$ cat src/rtl/vwiden_pkg.sv
package vwiden_pkg;
  typedef enum logic [1:0] {
    VW_SCALAR = 2'b00,
    VW_128    = 2'b01,
    VW_256    = 2'b10,
    VW_512    = 2'b11
  } vw_width_e;
endpackage

$ cat src/rtl/vwiden_flag_bank.sv
module vwiden_flag_bank
  import vwiden_pkg::*;
#(
  parameter int NUM_REGS = 16,
  parameter int IDX_W    = $clog2(NUM_REGS)
) (
  input  logic                clk,
  input  logic                rst_n,
  input  logic                wr_en,
  input  logic [IDX_W-1:0]    wr_idx,
  input  logic [1:0]          wr_width,
  input  logic                zero_all,
  output logic [NUM_REGS-1:0] lo_q,
  output logic [NUM_REGS-1:0] hi_q
);

  for (genvar i = 0; i < NUM_REGS; i++) begin : g_reg
    logic hit;
    logic lo_d, hi_d, flag_en;

    assign hit     = wr_en && (wr_idx == IDX_W'(i));
    assign flag_en = zero_all || hit;

    always_comb begin
      lo_d = lo_q[i];
      hi_d = hi_q[i];
      if (zero_all) begin
        lo_d = 1'b0;
        hi_d = 1'b0;
      end else if (hit) begin
        unique case (vw_width_e'(wr_width))
          VW_512:  begin lo_d = 1'b1; hi_d = 1'b1; end
          VW_256:  begin lo_d = 1'b1; hi_d = 1'b0; end
          default: begin lo_d = 1'b0; hi_d = 1'b0; end
        endcase
      end
    end

    always_ff @(posedge clk or negedge rst_n) begin
      if (!rst_n) begin
        lo_q[i] <= 1'b0;
        hi_q[i] <= 1'b0;
      end else if (flag_en) begin
        lo_q[i] <= lo_d;
        hi_q[i] <= hi_d;
      end
    end
  end

  // a zero-upper command leaves every flag clear
  p_zero_clears_r7: assert property (@(posedge clk) disable iff (!rst_n)
    zero_all |=> (lo_q == '0) && (hi_q == '0));

  // a 512-bit write sets both flags of its destination
  p_w512_sets_r6: assert property (@(posedge clk) disable iff (!rst_n)
    (wr_en && !zero_all && wr_width == 2'b11) |=>
      (lo_q[$past(wr_idx)] && hi_q[$past(wr_idx)]));

  // a 256-bit write leaves only the low upper flag set
  p_w256_lo_only_r6: assert property (@(posedge clk) disable iff (!rst_n)
    (wr_en && !zero_all && wr_width == 2'b10) |=>
      (lo_q[$past(wr_idx)] && !hi_q[$past(wr_idx)]));

  // the update rules never leave a high flag without its low flag
  p_hi_implies_lo_r6: assert property (@(posedge clk) disable iff (!rst_n)
    (hi_q & ~lo_q) == '0);

endmodule

$ cat src/rtl/vwiden_resolve.sv
module vwiden_resolve
  import vwiden_pkg::*;
#(
  parameter int NUM_REGS = 16
) (
  input  logic                clk,
  input  logic                rst_n,
  input  logic                in_valid,
  input  logic                in_vec,
  input  logic [1:0]          in_width,
  input  logic                in_heavy,
  input  logic [NUM_REGS-1:0] lo_q,
  input  logic [NUM_REGS-1:0] hi_q,
  output logic [1:0]          out_width,
  output logic                out_heavy
);

  logic      any_lo, any_hi, active;
  vw_width_e floor_w;

  assign any_lo = |lo_q;
  assign any_hi = |hi_q;
  assign active = in_valid && in_vec;

  always_comb begin
    if (any_hi)      floor_w = VW_512;
    else if (any_lo) floor_w = VW_256;
    else             floor_w = VW_SCALAR;
  end

  always_comb begin
    out_width = VW_SCALAR;
    out_heavy = 1'b0;
    if (active) begin
      out_width = (in_width > floor_w) ? in_width : floor_w;
      out_heavy = in_heavy;
    end
  end

  // a dirty 128-255 half anywhere forces at least 256
  p_lo_min256_r2: assert property (@(posedge clk) disable iff (!rst_n)
    (active && any_lo) |-> (out_width >= 2'b10));

  // a dirty 256-511 half anywhere forces 512
  p_hi_force512_r3: assert property (@(posedge clk) disable iff (!rst_n)
    (active && any_hi) |-> (out_width == 2'b11));

  // class passes through unchanged
  p_heavy_pass_r5: assert property (@(posedge clk) disable iff (!rst_n)
    active |-> (out_heavy == in_heavy));

  // idle or non-vector slots report scalar, light
  p_inactive_scalar_r9: assert property (@(posedge clk) disable iff (!rst_n)
    !active |-> (out_width == 2'b00 && !out_heavy));

  // the reported width never falls below the native width
  p_never_narrower_r1: assert property (@(posedge clk) disable iff (!rst_n)
    active |-> (out_width >= in_width));

endmodule

$ cat src/rtl/vwiden_tracker.sv
module vwiden_tracker #(
  parameter int NUM_REGS = 16,
  parameter int IDX_W    = $clog2(NUM_REGS)
) (
  input  logic             clk,
  input  logic             rst_n,
  input  logic             in_valid,
  input  logic             in_vec,
  input  logic [1:0]       in_width,
  input  logic [IDX_W-1:0] in_dst,
  input  logic             in_dst_we,
  input  logic             in_heavy,
  input  logic             in_zero_upper,
  output logic [1:0]       out_width,
  output logic             out_heavy
);

  logic [NUM_REGS-1:0] lo_q, hi_q;
  logic                wr_en;

  assign wr_en = in_valid && in_vec && in_dst_we;

  vwiden_flag_bank #(.NUM_REGS(NUM_REGS), .IDX_W(IDX_W)) i_bank (
    .clk      (clk),
    .rst_n    (rst_n),
    .wr_en    (wr_en),
    .wr_idx   (in_dst),
    .wr_width (in_width),
    .zero_all (in_zero_upper),
    .lo_q     (lo_q),
    .hi_q     (hi_q)
  );

  vwiden_resolve #(.NUM_REGS(NUM_REGS)) i_resolve (
    .clk       (clk),
    .rst_n     (rst_n),
    .in_valid  (in_valid),
    .in_vec    (in_vec),
    .in_width  (in_width),
    .in_heavy  (in_heavy),
    .lo_q      (lo_q),
    .hi_q      (hi_q),
    .out_width (out_width),
    .out_heavy (out_heavy)
  );

  // a write is not visible in its own cycle; flags hold when nothing acts
  p_hold_idle_r8: assert property (@(posedge clk) disable iff (!rst_n)
    (!wr_en && !in_zero_upper) |=> ($stable(lo_q) && $stable(hi_q)));

endmodule

$ cat config.mk
export PLATFORM = sky130hd
export DESIGN_NAME = vwiden_tracker
export DESIGN_NICKNAME = d
export VERILOG_FILES = /design/src/rtl/vwiden_pkg.sv /design/src/rtl/vwiden_flag_bank.sv /design/src/rtl/vwiden_resolve.sv /design/src/rtl/vwiden_tracker.sv
export SDC_FILE = /design/constraint.sdc
export NUM_CORES = 1
export LEC_CHECK = 0
export ABC_CLOCK_PERIOD_IN_PS = 2600
export BUFFER_PORTS_ARGS = -buffer_cell sky130_fd_sc_hd__buf_2
export CORE_MARGIN = 3
export CORE_UTILIZATION = 52
export DETAILED_ROUTE_END_ITERATION = 7
export GPL_TIMING_DRIVEN = 1
export HOLD_SLACK_MARGIN = 0.06
export PLACE_DENSITY = 0.74
export SETUP_SLACK_MARGIN = 0.1
export SLEW_MARGIN = 10
export SYNTH_ARGS = -nofsm -noshare
export SYNTH_HDL_FRONTEND = slang
export SYNTH_SLANG_ARGS = --single-unit
$ cat constraint.sdc
create_clock -name clk -period 2.6 [get_ports clk]
set_input_delay 0.65 -clock clk [delete_from_list [all_inputs] [get_ports clk]]
set_output_delay 0.65 -clock clk [all_outputs]
set_load 0.02 [all_outputs]
* Yosys cells after proc, flatten, opt, wreduce, memory -nomap -nowiden
Index checks and enable logic that the tools add are counted.
W data, S select, Z words.
** Storage, ports and cells
- Memories :: 0
- Register bits after elaboration :: 32
- Output and inout port bits :: 3
- RAM bits :: 0
- Latch bits :: 0
- Bits of input ports :: 13
- Logic and storage cells :: 191
- Memory bits (read-only) :: 0
** Operators by class
- Bitwise gates (word level) :: 0
- Equality and inequality tests :: 17
- Multiplexer cells :: 71
- Divide/modulo/power cells :: 0
- Shifts and indexed selects :: 0
- Reductions and logical operators :: 70
- Multipliers :: 0
- Magnitude comparators :: 1
- Add/sub/neg operators :: 0
** Operators by type and width (count)
- $mux W1 :: 67
- $eq A4 B4 Y1 const B :: 8
- $reduce_and A2 Y1 :: 16
- $reduce_bool A2 Y1 :: 16
- $reduce_or A16 Y1 :: 2
- $logic_and A1 B1 Y1 :: 18
- $eq A4 B3 Y1 const B :: 4
- $logic_or A1 B1 Y1 :: 16
- $eq A4 B2 Y1 const B :: 2
- $mux W2 :: 4
- $eq A2 B2 Y1 const B :: 2
- $eq A4 B1 Y1 const B :: 1
- $logic_not A4 Y1 :: 1
- $gt A2 B2 Y1 :: 1
- $reduce_or A2 Y1 :: 1

* Depth between registers and ports, before layout
Gate-level depths: netlist of run 1.
- Word-level depth :: 6
- Depth in mapped cells :: 7
- Depth with buffers taken out :: 7

* Hierarchy
From an unflattened synthesis of run 1, not the netlist that was laid out.
** Second synthesis, totals
- Cells, all modules :: 152
- Area total of the unflattened synthesis :: 1709.1 µm²
** By module, submodules not included
- vwiden_flag_bank :: cells an instance 127, seq. area each 800.8 µm², area an instance 1514.0 µm², instances 1
- vwiden_resolve :: cells an instance 24, seq. area each 0.0 µm², area an instance 188.9 µm², instances 1
- vwiden_tracker :: cells an instance 1, seq. area each 0.0 µm², area an instance 6.3 µm², instances 1

* Worst setup path before layout of run 1
OpenSTA, ideal clock, no wires.
- Path type :: flip-flop to output port
- Start :: register i_bank.hi_q[14]
- End :: output port out_width[0]
- Buffers on the path :: 0
- Data required time :: 1.950 ns
- Path slack :: 0.074 ns
- Data arrival time :: 1.876 ns
- Stages on the path, launching flop included :: 8
- Cell sequence :: dfrtp_1 -> nor4_1 -> nand4_1 -> nor2_1 -> ha_1 -> o21ba_2 -> o311ai_0 -> o21ba_2
** On the way
- Longest elaborated chain between the ends :: 5
** Ends and longest elaborated chain
- from (decl) :: line vwiden_flag_bank.sv:14 : output logic [NUM_REGS-1:0] hi_q
- from (signal, indexed assignment) :: line vwiden_flag_bank.sv:45 : hi_q[i] <= hi_d;
- $reduce_or A16 Y1 (*) :: line vwiden_resolve.sv:22 : assign any_hi = |hi_q;
- $mux W2 (*) :: line vwiden_resolve.sv:26 : if (any_hi) floor_w = VW_512;
- $gt A2 B2 Y1 :: line vwiden_resolve.sv:35 : out_width = (in_width > floor_w) ? in_width : floor_w;
- $mux W2 (*) :: line vwiden_resolve.sv:35
- $mux W2 (*) :: line vwiden_resolve.sv:34 : if (active) begin
- to (decl) :: line vwiden_tracker.sv:14 : output logic [1:0] out_width,
Mark *: on every way between the ends. The rest lies on a longest branch, timed or not.

* Final worst setup path of run 1
Ends and elaborated chain as after synthesis.

==> results of run 1 <==
registers in the layout, indices dropped and copies added, names as in the netlist:
register	cells
i_bank.hi_q	16
i_bank.lo_q	16
final cells by class:
class,instances,area [um^2]
clock buffers,6,41.29
clock inverters,1,5.005
fillers,265,1105
inverters,2,7.507
multi-input cells,112,915.9
flip-flops and latches,32,800.8
well taps,44,55.05
repair buffers,23,147.6
layer usage:
| metal | track usage | wire length [um] |
|---|---|---|
| met4 | 0.05785 | 134 |
| met5 | 0 | 0 |
| met3 | 0.05036 | 199 |
| met1 | 0.2932 | 1700 |
| met2 | 0.3347 | 1909 |
logic make-up (layout without fill, tap and decap cells):
group | Yosys count | after routing
muxes | 32 | 32
DFF | 32 | 32
adders and majority gates | 3 | 3
and+or+nand+nor | 74 | 74
AOI/OAI and AO/OA | 3 | 3
buffers and inverters | 12 | 32
synthesized netlist by cell type:
| cell type | count |
|---|---|
| nand3b_1 | 2 |
| nor3_1 | 1 |
| nor4_1 | 8 |
| nor2_1 | 4 |
| and3_1 | 1 |
| dfrtp_1 | 32 |
| o21ba_2 | 2 |
| or3b_1 | 1 |
| and4_2 | 1 |
| buf_4 | 1 |
| clkbuf_1 | 7 |
| and3_2 | 1 |
| nor2b_1 | 3 |
| inv_1 | 2 |
| or3_1 | 1 |
| nand3_1 | 5 |
| and4b_1 | 1 |
| nor3b_1 | 2 |
| o311ai_0 | 1 |
| nand2_1 | 6 |
| ha_1 | 3 |
| buf_2 | 2 |
| nand2b_1 | 33 |
| mux2i_1 | 32 |
| nand4_1 | 4 |
power groups by stage:
stage	Sequential, mW	Combinational, mW	Clock, mW
2_1_floorplan	0.509	0.0492	0
3_3_place_gp	0.509	0.0865	0
3_5_place_dp	0.510	0.0893	0
4_1_cts	0.500	0.0993	0.270
5_1_grt	0.500	0.118	0.298
6_report	0.500	0.109	0.264
how the worst min path moves through the flow:
stage                              start         endpoint  slack, ns
final                              rst_n  i_bank.hi_q[15]       0.35
after CTS                          rst_n  i_bank.hi_q[15]       0.37
after global routing               rst_n   i_bank.lo_q[0]       0.41
after detailed placement  i_bank.hi_q[6]   i_bank.hi_q[6]       0.53
after global placement    i_bank.hi_q[9]   i_bank.hi_q[9]       0.53
after floorplan                    rst_n   i_bank.hi_q[0]       0.35
per-stage QoR:
| stage | setup slack (ns) | total power, mW |
|---|---|---|
| after floorplan | 0.1247 | 0.5585 |
| after global placement | -0.1856 | 0.5960 |
| after detailed placement | -0.2924 | 0.5989 |
| after CTS | -0.5417 | 0.8692 |
| after global routing | -0.6966 | 0.9165 |
| final | -0.5623 | 0.8728 |
cell usage in the layout, fill, tap and decap left out, drive strengths merged:
cell type / synthesis / final
nor3: 1 / 1
nand3: 5 / 5
nor2: 4 / 4
or3b: 1 / 1
inv: 2 / 2
o311ai: 1 / 1
clkinv: 0 / 1
nand2: 6 / 6
nor3b: 2 / 2
and4: 1 / 1
and3: 2 / 2
ha: 3 / 3
o21ba: 2 / 2
clkbuf: 7 / 6
nand4: 4 / 4
dfrtp: 32 / 32
and4b: 1 / 1
nor4: 8 / 8
mux2i: 32 / 32
nand3b: 2 / 2
or3: 1 / 1
nor2b: 3 / 3
buf: 3 / 23
nand2b: 33 / 33
what timing repair did:
action / 4_1_cts / 5_1_grt
buffers inserted: 2 / 0
pin swaps: 5 / 3
endpoints found under the hold margin: 0 / 0
endpoints found under the setup margin: 2 / 2
resized for setup: 7 / 10
==> flow_summary.toml, run 1 <==
[die]
fp.dieW_um = 62.93
chipHeight_um = 62.93
core_area_mm2 = 0.003078
num_io_pins = 16
core.rowCount = 20
initial_core_util = 0.5476
die_outline_area_mm2 = 0.003960

[routing]
wire_per_inst_um = 17.93
via_per_inst = 5.759
first_pass_iters = 4
detailedRoute.firstIterationViolations = 56
detail_route.drc_violations = 0
finalWirelength_um = 3944
ant_nets = 0
dr_total_vias = 1267

[setup_path]
r2r_slack_ns = 1.77
critPathTopFamily = "compound AO/OA/AOI/OAI gates"
critical-path-top-cell-by-count = "o21ba_4"
startpoint_type = "flip-flop"
cp_num_buf_inv = 2
critical_path_arrival_ns = 2.51
r2r_end = "i_bank.hi_q[0]"
worst_path_largest_cell_delay_ns = 0.43
worst-endpoint-required_ns = 1.95
critical_path_cell_count = 9
r2r.worst_path.cells = 3
setup.worst_path.start = "i_bank.hi_q[14]"
critical_path.cell_chain = "nor4_4 > buf_4 > nand4_1 > nor2_2 > ha_4 > o21ba_4 > o311ai_2 > o21ba_4 > buf_6"
worst_setup_path_end_kind = "output port"
critical_path_class = "reg2out"
slowest_library_cell_on_the_worst_path = "dfrtp_1"
cp_max_fo = 2
critPathCapture = "out_width[0]"
timing.rr.start = "i_bank.hi_q[0]"

[placement]
placed_instance_area_mm2 = 0.001817
hpwl_um = 2571
io_buffers = 15
finalWeightedCongestion = 0.8004
placed_cells = 211

[grt]
first_global_vias = 1334
antenna_found_initial = 0
grt_usage = 0.2128
grt_pass1_wl_um = 6520
gr-total-overflow = 0
largest_net_degree_at_the_start_of_global_routing = 33

[synthesis]
netlist_top_cells_area = "dfrtp_1 48%, mux2i_1 19%, nand2b_1 12%, nor4_1 3.0%, ha_1 2.2%"
dominant_combinational_cell_family_by_area_after_synthesis = "simple AND/OR/NAND/NOR gates"
yosysTopAreaCellShare = 0.4751
synthesis.yosys.warnings = 0
synth_compound_gate_area_share = 0.01707
syn-cell-area_mm2 = 0.001685
synth_fp_nets = 172
ys_seq_elements = 32
number_of_instances_in_the_synthesized_netlist = 156
yosys.cell_types.count = 25
seq_area_frac_synth = 0.4751
synth-simple-area-share = 0.2650
syn_avg_cell_area_um2 = 10.80
synth.mux.area_fraction = 0.1901
synth.largest_area_cell = "dfrtp_1"
synth-xor-area-share = 0
area_share_of_fa_ha_maj_cells_after_synthesis = 0.02227

[sta]
fmax_ghz = 0.3162
finalHoldWorstSlack_ns = 0.3533
fin_skew_ns = 0
grt_setup_unrepaired = "true"
final-setup-viol-count = 1
timing_max_transition_violations_final = 0
hold_viol_final = 0
worst_pin_slew_ns = 0.7117
timing.setup.tns_ns = -0.5623
finalWorstPathRequiredPeriod_ns = 3.162
fin_ws_ns = -0.5623
portion_of_the_clock_cycle_consumed_by_the_worst_path_in_the_final_layout = 1.216
slew-limit-headroom = 0.5255

[cts]
tritoncts = "yes"
clk_root_buf = "clkbuf_4"
cts_buffers = 5
worst_skew_pair.late_latency_ns = 0.34
cts_sinks = 32
cts_htree_levels = 2
clk_pin_slew_ns = 0.10
cts_hold_buffers = 0
clock_tree.buffer_depth = 2

[worst_hold_path]
hp-class = "in2async"

[status]
run_status = "finished with violations"
failing_checks = "negative setup slack"

[final_layout]
util_after_layout = 0.6411
antenna_cells = 0
share_of_cells_above_drive_strength_1 = 0.2330
fin_area_mm2 = 0.001973
area_growth_syn_to_layout_pct = 17.07
finalNetCount = 192
final_cells = 220

[pwr]
power.share.sequential = 0.573
power_spent_charging_and_discharging_nets_mw = 0.2276
pwr-share-comb = 0.125
sw_frac_of_total = 0.2608
intPower_mw = 0.6452
max-vdd-ir-drop_v = 0.0002433
power.clock.fraction = 0.302
total_leakage_power_nw = 1.036
p_per_area_mw_per_mm2 = 442.3

[run]
drv_cap = 0
Power figures use the tool's default switching activity.
==> run 2, diff against run 1 <==
--- a/config.mk
+++ b/config.mk
@@ -5,14 +5,14 @@
 export SDC_FILE = /design/constraint.sdc
 export NUM_CORES = 1
 export LEC_CHECK = 0
-export ABC_CLOCK_PERIOD_IN_PS = 2600
+export ABC_CLOCK_PERIOD_IN_PS = 3400
 export BUFFER_PORTS_ARGS = -buffer_cell sky130_fd_sc_hd__buf_2
 export CORE_MARGIN = 3
 export CORE_UTILIZATION = 52
 export DETAILED_ROUTE_END_ITERATION = 7
 export GPL_TIMING_DRIVEN = 1
 export HOLD_SLACK_MARGIN = 0.06
-export PLACE_DENSITY = 0.74
+export PLACE_DENSITY = 0.71
 export SETUP_SLACK_MARGIN = 0.1
 export SLEW_MARGIN = 10
 export SYNTH_ARGS = -nofsm -noshare
==> constraint.sdc (replaced) <==
create_clock -name clk -period 3.4 [get_ports clk]
set_input_delay 0.85 -clock clk [delete_from_list [all_inputs] [get_ports clk]]
set_output_delay 0.85 -clock clk [all_outputs]
set_load 0.02 [all_outputs]
==> run 2 against run 1 <==
Net effect:
- power is 22% lower
- clock power is 16% lower
- setup slack gained 0.66 ns
- non-clock buffer count decreased by 4
- hold slack improved by 0.21 ns
- highest routed layer unchanged
- final area stayed put
- routed wire length decreased by 12%
- critical endpoint unchanged
- register-to-register slack better by 0.83 ns
- flip-flop and latch count did not move
- the flow now finishes without violations
- combinational power down 25%
- via count down 3.7%
==> flow_summary.toml, run 2 (synthesis results as in run 1) <==
[setup_path]
worst_setup_path_end_kind = "output port"
r2r_end = "i_bank.hi_q[10]"
critical_path.cell_chain = "nor4_2 > nand4_1 > nor2_2 > ha_4 > o21ba_4 > o311ai_4 > o21ba_4 > buf_6"
worst-endpoint-required_ns = 2.55
slowest_library_cell_on_the_worst_path = "dfrtp_1"
critPathTopFamily = "simple AND/OR/NAND/NOR gates"
timing.rr.start = "i_bank.hi_q[10]"
r2r.worst_path.cells = 3
worst_path_largest_cell_delay_ns = 0.40
cp_num_buf_inv = 1
r2r_slack_ns = 2.60
critical_path_arrival_ns = 2.46
critical-path-top-cell-by-count = "o21ba_4"
critical_path_class = "reg2out"
cp_max_fo = 2
startpoint_type = "flip-flop"

[final_layout]
most-common-layout-cells = "33 x nand2b_1, 32 x mux2i_1, 32 x dfrtp_1, 14 x buf_2, 6 x nand2_1"
layout.cells.most_common = "nand2b_1"
fin_area_mm2 = 0.001973
finalNetCount = 188
share_of_cells_above_drive_strength_1 = 0.2312
top_regs = "i_bank.hi_q x16, i_bank.lo_q x16"
area_growth_syn_to_layout_pct = 17.07
antenna_cells = 0
layout.filler_cells = 261

[pwr]
p_per_area_mw_per_mm2 = 347.2
total_leakage_power_nw = 1.027
max-vdd-ir-drop_v = 0.0002524
post-layout-total-power_mw = 0.6850

[die]
core.rowCount = 20
initial_core_util = 0.5476
core_area_mm2 = 0.003078
num_io_pins = 16
fp.dieW_um = 62.93
chipHeight_um = 62.93
die_outline_area_mm2 = 0.003960

[cts]
cts_sinks = 32
cts_buffers = 5
worst_skew_pair.late_latency_ns = 0.32
tritoncts = "yes"
cts_htree_levels = 2
cts_hold_buffers = 0
clk_root_buf = "clkbuf_4"
clk_pin_slew_ns = 0.09
clock_tree.buffer_depth = 2

[grt]
grt_usage = 0.1974
gr-total-overflow = 0
antenna_found_initial = 0
largest_net_degree_at_the_start_of_global_routing = 35
grt_pass1_wl_um = 6037
first_global_vias = 1246

[sta]
fin_ws_ns = 0.09436
worst_pin_slew_ns = 0.7079
timing_max_transition_violations_final = 0
grt_setup_unrepaired = "true"
fin_skew_ns = 0
fmax_ghz = 0.3025
slew-limit-headroom = 0.5281
final-setup-viol-count = 0
finalWorstPathRequiredPeriod_ns = 3.306
hold_viol_final = 0
portion_of_the_clock_cycle_consumed_by_the_worst_path_in_the_final_layout = 0.9722

[placement]
placed_instance_area_mm2 = 0.001772
post_placement_setup_slack_ns = 0.2070
io_buffers = 15
hpwl_um = 2401
finalWeightedCongestion = 0.7781

[routing]
finalWirelength_um = 3477
detail_route.drc_violations = 0
via_per_inst = 5.622
wire_per_inst_um = 16.02
ant_nets = 0
detailedRoute.firstIterationViolations = 54
dr_total_vias = 1220
first_pass_iters = 4

[run]
drv_cap = 0

[worst_hold_path]
hp-class = "in2async"

[status]
run_status = "finished, final reports clean"
run 2: per-layer routing:
metal	wire (um)	global-route usage	up-vias
li1	-	-	574
met1	1590	0.2608	605
met2	1612	0.3030	33
met3	211	0.06295	8
met4	63	0.07163	0
met5	0	0	-
run 2: final cells by class:
cell class	instances	area, um^2	area share
clock buffer	8	58.81	0.02980
timing repair buffer	19	111.4	0.05644
sequential	32	800.8	0.4058
inverter	2	7.507	0.003805
multi-input combinational	112	939.7	0.4762
tap	44	55.05	0.02790
run 2: report_power, final:
| part | internal [mW] | switching (mW) |
|---|---|---|
| clock network | 0.102 | 0.119 |
| registers | 0.381 | 0.000914 |
| logic | 0.0350 | 0.0464 |
| total | 0.518 | 0.167 |
run 2: how the worst max path moves through the flow:
stage	start	end	slack, ns	cells past startpoint
after global placement	i_bank.hi_q[5]	out_width[0]	0.35	8
final	i_bank.hi_q[10]	out_width[0]	0.09	8
after detailed placement	i_bank.hi_q[6]	out_width[0]	0.21	8
after CTS	i_bank.hi_q[10]	out_width[0]	0.07	8
after floorplan	i_bank.hi_q[14]	out_width[0]	0.67	7
after global routing	i_bank.hi_q[10]	out_width[0]	-0.02	8
run 2: metrics by stage:
stage | std cells | hold WS [ns] | setup TNS, ns | util
after floorplan | 156 | 0.5136 | 0 | -
after global placement | 205 | 0.5280 | 0 | 0.5756
after detailed placement | 205 | 0.5306 | 0 | 0.5756
after CTS | 216 | 0.5509 | 0 | 0.6195
after global routing | 217 | 0.5837 | -0.02449 | 0.6411
final | 217 | 0.5584 | 0 | 0.6411
run 2: repair_timing:
action / CTS / global route
gates resized for setup: 11 / 8
pin swaps: 6 / 5
setup endpoints to repair: 1 / 1
setup buffers: 3 / 1
